$ cat config.mk
export PLATFORM = sky130hd
export DESIGN_NAME = bitserial_mac_column
export DESIGN_NICKNAME = d
export VERILOG_FILES = /design/src/rtl/bitserial_mac_column.sv
export SDC_FILE = /design/constraint.sdc
export NUM_CORES = 1
export LEC_CHECK = 0
export BUFFER_PORTS_ARGS = -buffer_cell sky130_fd_sc_hd__clkbuf_2
export CORE_ASPECT_RATIO = 1.4
export CORE_MARGIN = 2
export CORE_UTILIZATION = 54
export CTS_CLUSTER_DIAMETER = 60
export CTS_CLUSTER_SIZE = 12
export DETAILED_ROUTE_END_ITERATION = 16
export PLACE_DENSITY = 0.75
export SYNTH_ARGS = -nofsm -noshare
export SYNTH_HDL_FRONTEND = slang
export SYNTH_SLANG_ARGS = --single-unit
export TNS_END_PERCENT = 30
$ cat constraint.sdc
create_clock -name clk -period 8.25 [get_ports clk]
set_input_delay 1.65 -clock clk [delete_from_list [all_inputs] [get_ports clk]]
set_output_delay 1.65 -clock clk [all_outputs]
set_load 0.02 [all_outputs]
$ cat src/rtl/bitserial_mac_column.sv
module bitserial_mac_column #(
  parameter int LANES    = 8,
  parameter int ACT_W    = 8,
  parameter int ACC_W    = 22,
  parameter int MAX_BITS = 8,
  localparam int SH_W    = $clog2(MAX_BITS),
  localparam int CFG_W   = SH_W + 1,
  localparam int SUM_W   = ACT_W + 1 + $clog2(LANES)
) (
  input  logic                   clk,
  input  logic                   rst_n,
  input  logic                   start,
  input  logic [CFG_W-1:0]       prec_n,
  input  logic [CFG_W-1:0]       prec_m,
  input  logic                   dig_valid,
  input  logic [LANES-1:0]       dig_bits,
  input  logic [LANES*ACT_W-1:0] acts,
  output logic                   busy,
  output logic                   res_valid,
  output logic [ACC_W-1:0]       result
);

  logic signed [SUM_W-1:0] lane_val [LANES];
  logic signed [SUM_W-1:0] col_sum;
  logic signed [ACC_W-1:0] addend;
  logic signed [ACC_W-1:0] acc;
  logic [SH_W-1:0]         shift;
  logic [CFG_W-1:0]        left;
  logic [CFG_W-1:0]        n_eff, m_eff;
  logic                    step;

  for (genvar i = 0; i < LANES; i++) begin : g_lane
    logic signed [SUM_W-1:0] ext;
    assign ext = SUM_W'($signed(acts[i*ACT_W +: ACT_W]));
    assign lane_val[i] = dig_bits[i] ? ext : -ext;
  end

  always_comb begin
    col_sum = '0;
    for (int i = 0; i < LANES; i++) col_sum = col_sum + lane_val[i];
  end

  assign addend = ACC_W'(col_sum) <<< shift;

  assign n_eff = (prec_n == '0) ? CFG_W'(1) :
                 (prec_n > CFG_W'(MAX_BITS)) ? CFG_W'(MAX_BITS) : prec_n;
  assign m_eff = (prec_m == '0) ? CFG_W'(1) :
                 (prec_m > n_eff) ? n_eff : prec_m;

  assign step = busy && dig_valid && !start;

  always_ff @(posedge clk or negedge rst_n) begin
    if (!rst_n) begin
      acc       <= '0;
      shift     <= '0;
      left      <= '0;
      busy      <= 1'b0;
      res_valid <= 1'b0;
    end else begin
      res_valid <= 1'b0;
      if (start) begin
        acc   <= '0;
        shift <= SH_W'(n_eff - CFG_W'(1));
        left  <= m_eff;
        busy  <= 1'b1;
      end else if (step) begin
        acc   <= acc + addend;
        shift <= shift - SH_W'(1);
        left  <= left - CFG_W'(1);
        if (left == CFG_W'(1)) begin
          busy      <= 1'b0;
          res_valid <= 1'b1;
        end
      end
    end
  end

  assign result = acc;


  valid_pulse_chk: assert property (@(posedge clk) disable iff (!rst_n)
    res_valid |=> !res_valid);


  busy_drop_chk: assert property (@(posedge clk) disable iff (!rst_n)
    res_valid |-> (!busy && $past(busy)));


  start_clear_chk: assert property (@(posedge clk) disable iff (!rst_n)
    start |=> (result == '0 && busy && !res_valid));


  idle_hold_chk: assert property (@(posedge clk) disable iff (!rst_n)
    (!busy && !start) |=> ($stable(result) && !res_valid));


  shift_step_chk: assert property (@(posedge clk) disable iff (!rst_n)
    (step && left > CFG_W'(1)) |=> (shift == $past(shift) - SH_W'(1)));


  open_count_chk: assert property (@(posedge clk) disable iff (!rst_n)
    busy |-> (left != '0));

endmodule

**Word-level counts from Yosys, hierarchy flattened**

Cells that the tools add are included.

- Input bits: 84
- Output and inout bits: 24
- Register bits after elaboration: 31
- Word-level logic and storage cells: 60

- Equality and inequality tests: 1
- Multiplexer cells: 24
- Add/sub/neg operators: 19
- Reduce and logical (&&, ||, !) cells: 8
- $lt $le $gt $ge: 2
- Shift-type cells: 1

Operators by type and width:

| operator | number |
|---|---|
| $mux W12 | 8 |
| $neg A8 Y12 | 8 |
| $add A12 B12 Y12 | 7 |
| $mux W22 | 2 |
| $mux W4 | 6 |
| $add A22 B22 Y22 | 1 |
| $sshl A12 B3 Y22 | 1 |
| $logic_not A4 Y1 | 2 |
| $mux W1 | 6 |
| $mux W3 | 2 |
| $sub A3 B1 Y3 const B | 2 |
| $eq A4 B1 Y1 const B | 1 |
| $gt A4 B4 Y1 | 1 |
| $gt A4 B4 Y1 const B | 1 |
| $reduce_bool A2 Y1 | 2 |
| $sub A4 B1 Y4 const B | 1 |
| $logic_and A1 B1 Y1 | 2 |
| $reduce_and A2 Y1 | 1 |
| $logic_not A1 Y1 | 1 |

**Longest topological paths before layout**

- Word-level depth: 13
- Mapped depth: 32
- Depth with buffers taken out: 32

**Worst setup path after synthesis**

No wires, ideal clock.

- Kind: input to register
- From: in dig_bits[7]
- To: reg acc[21] (netlist: result[21])
- Required time: 8.172 ns
- Arrival time: 8.667 ns
- Stages: 29
- Path buffers: 1
- Slack: -0.495 ns
- Library setup time: 0.078 ns
- Cell sequence: clkbuf_1 mux2_2 fa_1 fa_1 fa_1 inv_1 fa_1 inv_1 ha_1 fa_1 a21o_1 a21oi_1 o21bai_1 a21oi_1 o21ai_0 xnor2_1 o21a_1 mux2i_1 mux2_2 ha_1 a21o_1 nand3_1 a21oi_1 a211o_1 a2111oi_0 o41ai_1 xor2_1 or3_1 a21oi_1

- Longest elaborated chain between the ends: 6

Ends and longest elaborated chain:

| what | RTL line | RTL |
|---|---|---|
| start, declared | 16 | `input logic [LANES-1:0] dig_bits,` |
| $mux W12 | 35 | `assign lane_val[i] = dig_bits[i] ? ext : -ext;` |
| $add A12 B12 Y12 | 40 | `for (int i = 0; i < LANES; i++) col_sum = col_sum + lane_val[i];` |
| $sshl A12 B3 Y22 | 43 | `assign addend = ACC_W'(col_sum) <<< shift;` |
| $add A22 B22 Y22 | 67 | `acc <= acc + addend;` |
| $mux W22 | 66 | `end else if (step) begin` |
| $mux W22 | 61 | `if (start) begin` |
| end signal, assigned | 67 |  |
| end, declared | 26 | `logic signed [ACC_W-1:0] acc;` |

No other way between the ends. The select of a mux whose other input is x is not followed.
A chain may end at the register's enable or synchronous reset.

**Worst setup path in the final report**

- From: in acts[33]
- To: reg acc[21] (netlist: result[21])

- Longest elaborated chain between the ends: 10

Ends and longest elaborated chain:

| what | RTL line | RTL |
|---|---|---|
| start, declared | 17 | `input logic [LANES*ACT_W-1:0] acts,` |
| $neg A8 Y12 | 35 |  |
| $mux W12 * | 35 |  |
| $add A12 B12 Y12 * (4 in series) | 40 |  |
| $sshl A12 B3 Y22 * | 43 |  |
| $add A22 B22 Y22 * | 67 |  |
| $mux W22 * | 66 |  |
| $mux W22 * | 61 |  |

Mark *: on every way between the ends. The rest lies on a longest branch, timed or not. The select of a mux whose other input is x is not followed.

==> results.cfg <==
[run_status]
status = finished clean

[detailed_routing]
vias_per_cell = 5.75
drtPass1Iterations = 5
vias = 6575
detail-route-antenna-nets = 0
drtIter0Drc = 254
drc_errors = 0
wl_per_cell_um = 17.9
wirelength_um = 20500

[synth]
yosysTopAreaCell = fa_1
syn_area_per_cell_um2 = 8.15
synth.most_common_cell = inv_1
synth_nets = 979
async_reset_ff_frac = 1.00
synthCells = 780
ys_top_cells_by_area = fa_1 (20%), dfrtp_1 (12%), ha_1 (10%)
synth_sequential_area_ratio = 0.122
synthTopCellsByCount = inv_1 (106), nor2_1 (76), a21oi_1 (68), fa_1 (64), nand2_1 (62)
synthFlopType = dfrtp_1
ys_seq_elements = 31
synth_top_area_frac = 0.201
synth_edf_count = 0
netlist_area_um2 = 6360
synth_warnings = 0
synth.distinct_cells = 52

[sta]
final_hold_viol_count = 0
hold_ws_ps = 530
skew_ps = 6.29
rsz0062_at_grt = true
slew_viol_final = 0
worst_pin_slew_ps = 893
max_freq_ghz = 0.123
post-route-min-period_ps = 8160
post-route-period-util = 0.989
finalSetupViolCount = 0
setup_tns_ps = 0
timing.slew.headroom = 0.405

[hold_path]
hp-class = flip-flop to flip-flop
hold_end = left[3]
holdPathStages = 1
worstHoldStart = left[3]

[cts]
cts.clk_slew.worst_paths_ps = 60
tritoncts = yes
insertion_delay_ps = 290
cts_sinks = 31
ctsLongestPathBuffers = 2
root_buffer = clkbuf_16
cts_inserted_buffers = 5
h-tree-depth = 2
cts_hold_buf = 0

[cells_and_area]
n_antenna_cell = 0
area_growth_pct = 37.7
fin_cells = 1144
final_layout_size_suffix_gt1_frac = 0.367
nets = 1198
utilization = 0.768
num-fill-cells = 776

[critical_path]
cp_data_required_time_ps = 8450
critPathMaxStageDelay_ps = 580
start_kind = primary input
cpMostUsedCell = fa_1
reg2reg_slack_ps = 4300
critPathArrivalTime_ps = 8360
r2r-end = result[21]
timing.reg2reg.worst_path_depth = 12
rr_startpoint = shift[0]
end_kind = flip-flop
critical_path_class = primary input to flip-flop
cp_slowest_cell = fa_1
crit_fanout = 3

[grt]
gr-total-overflow = 0
met3_usage = 0.0297
use_met2 = 0.618
grt_pass1_vias = 6831
grt-busiest-layer = met2
grt_pass1_wl_um = 31100
grt_start_max_net_pins = 39
antenna_found_initial = 0
gr-usage-met1 = 0.291
grt_use_total = 0.313

[floorplanning]
core_um2 = 11400
dieArea_um2 = 12700
die_y_um = 132
start_util = 0.558
io_pins = 108
die_w_um = 95.7
placementRows = 46

[job]
drv_cap = 0

[placement]
gp_congestion = 0.962
dpl.hpwl_um = 16300
dp.cells = 1130
port_buffers = 107
-- layer usage --
layer / vias up / wire [µm]
li1: 3052 / -
met1: 3205 / 6580
met2: 234 / 11900
met3: 84 / 671
met4: 0 / 1370
met5: - / 0
-- logic make-up (layout without fill, tap and decap cells) --
logic type / after synthesis / after routing / share of synthesized area
and+or+nand+nor: 210 / 210 / 0.149
AOI/OAI and AO/OA: 169 / 169 / 0.161
buffers and inverters: 131 / 351 / 0.0781
adders and majority gates: 115 / 115 / 0.302
xor gates and xnor gates: 86 / 86 / 0.126
muxes: 38 / 38 / 0.0620
DFF: 31 / 31 / 0.122
-- placed cells by master, fill, tap and decap left out, types with 8 or more instances in the layout --
master / synthesis / layout
o21ai_1: 7 / 8
xnor2_1: 45 / 33
ha_1: 51 / 38
xnor2_2: 0 / 12
buf_4: 0 / 132
inv_1: 106 / 94
dfrtp_1: 31 / 31
xor2_1: 37 / 34
fa_1: 64 / 58
mux2i_1: 27 / 23
a31oi_1: 14 / 9
o21ai_0: 25 / 18
a21o_1: 14 / 14
nor3_1: 24 / 14
nand2_1: 62 / 61
nand3_1: 14 / 14
ha_4: 0 / 9
nor2_1: 76 / 66
clkbuf_2: 0 / 104
inv_2: 0 / 12
a21oi_1: 68 / 52
a21oi_2: 1 / 14
-- cell type report --
type	count	area, µm²	area share
inverters	106	398	0.0454
clock buffers	7	153	0.0174
clock inverters	1	7.51	0.000858
repair buffers	237	1520	0.174
flip-flops and latches	31	776	0.0886
multi-input cells	618	5720	0.653
well taps	144	180	0.0206
-- critical path, delay by kind of cell --
kind / cells / cell delay, ps
AOI/OAI and AO/OA: 12 / 1910
muxes: 2 / 420
xor gates and xnor gates: 3 / 460
and+or+nand+nor: 3 / 540
buffers and inverters: 5 / 330
adders and majority gates: 8 / 3030
-- sequential cells by signal (all words and copies together), names as in the netlist --
register and cells:
busy 1, left 4, res_valid 1, result 22, shift 3
-- worst max path at each step --
stage	from	end	slack, ps	cells after the start
2_1_floorplan	acts[32]	result[21]	20	32
3_3_place_gp	acts[58]	result[21]	-360	28
3_5_place_dp	acts[56]	result[21]	-550	28
4_1_cts	acts[17]	result[21]	-30	33
5_1_grt	acts[40]	result[21]	-170	33
6_report	acts[33]	result[21]	90	33
-- metrics by stage --
step           cell area (µm²)  worst slack [ps]
6_report                  8750              88.5
5_1_grt                   8750              -171
4_1_cts                   8330             -30.3
3_5_place_dp              7930              -553
3_3_place_gp              7930              -360
2_1_floorplan             6390              16.4
-- timing repair --
item                       4_1_cts  5_1_grt
setup endpoints to repair        4       11
setup buffers                    5        3
cloned                           0        0
pin swaps                       39       74
gates resized for setup         45       95
Power is left out: the tool's default activity adds up to more than one toggle a clock period on the data nets, which glitch-free logic cannot reach.
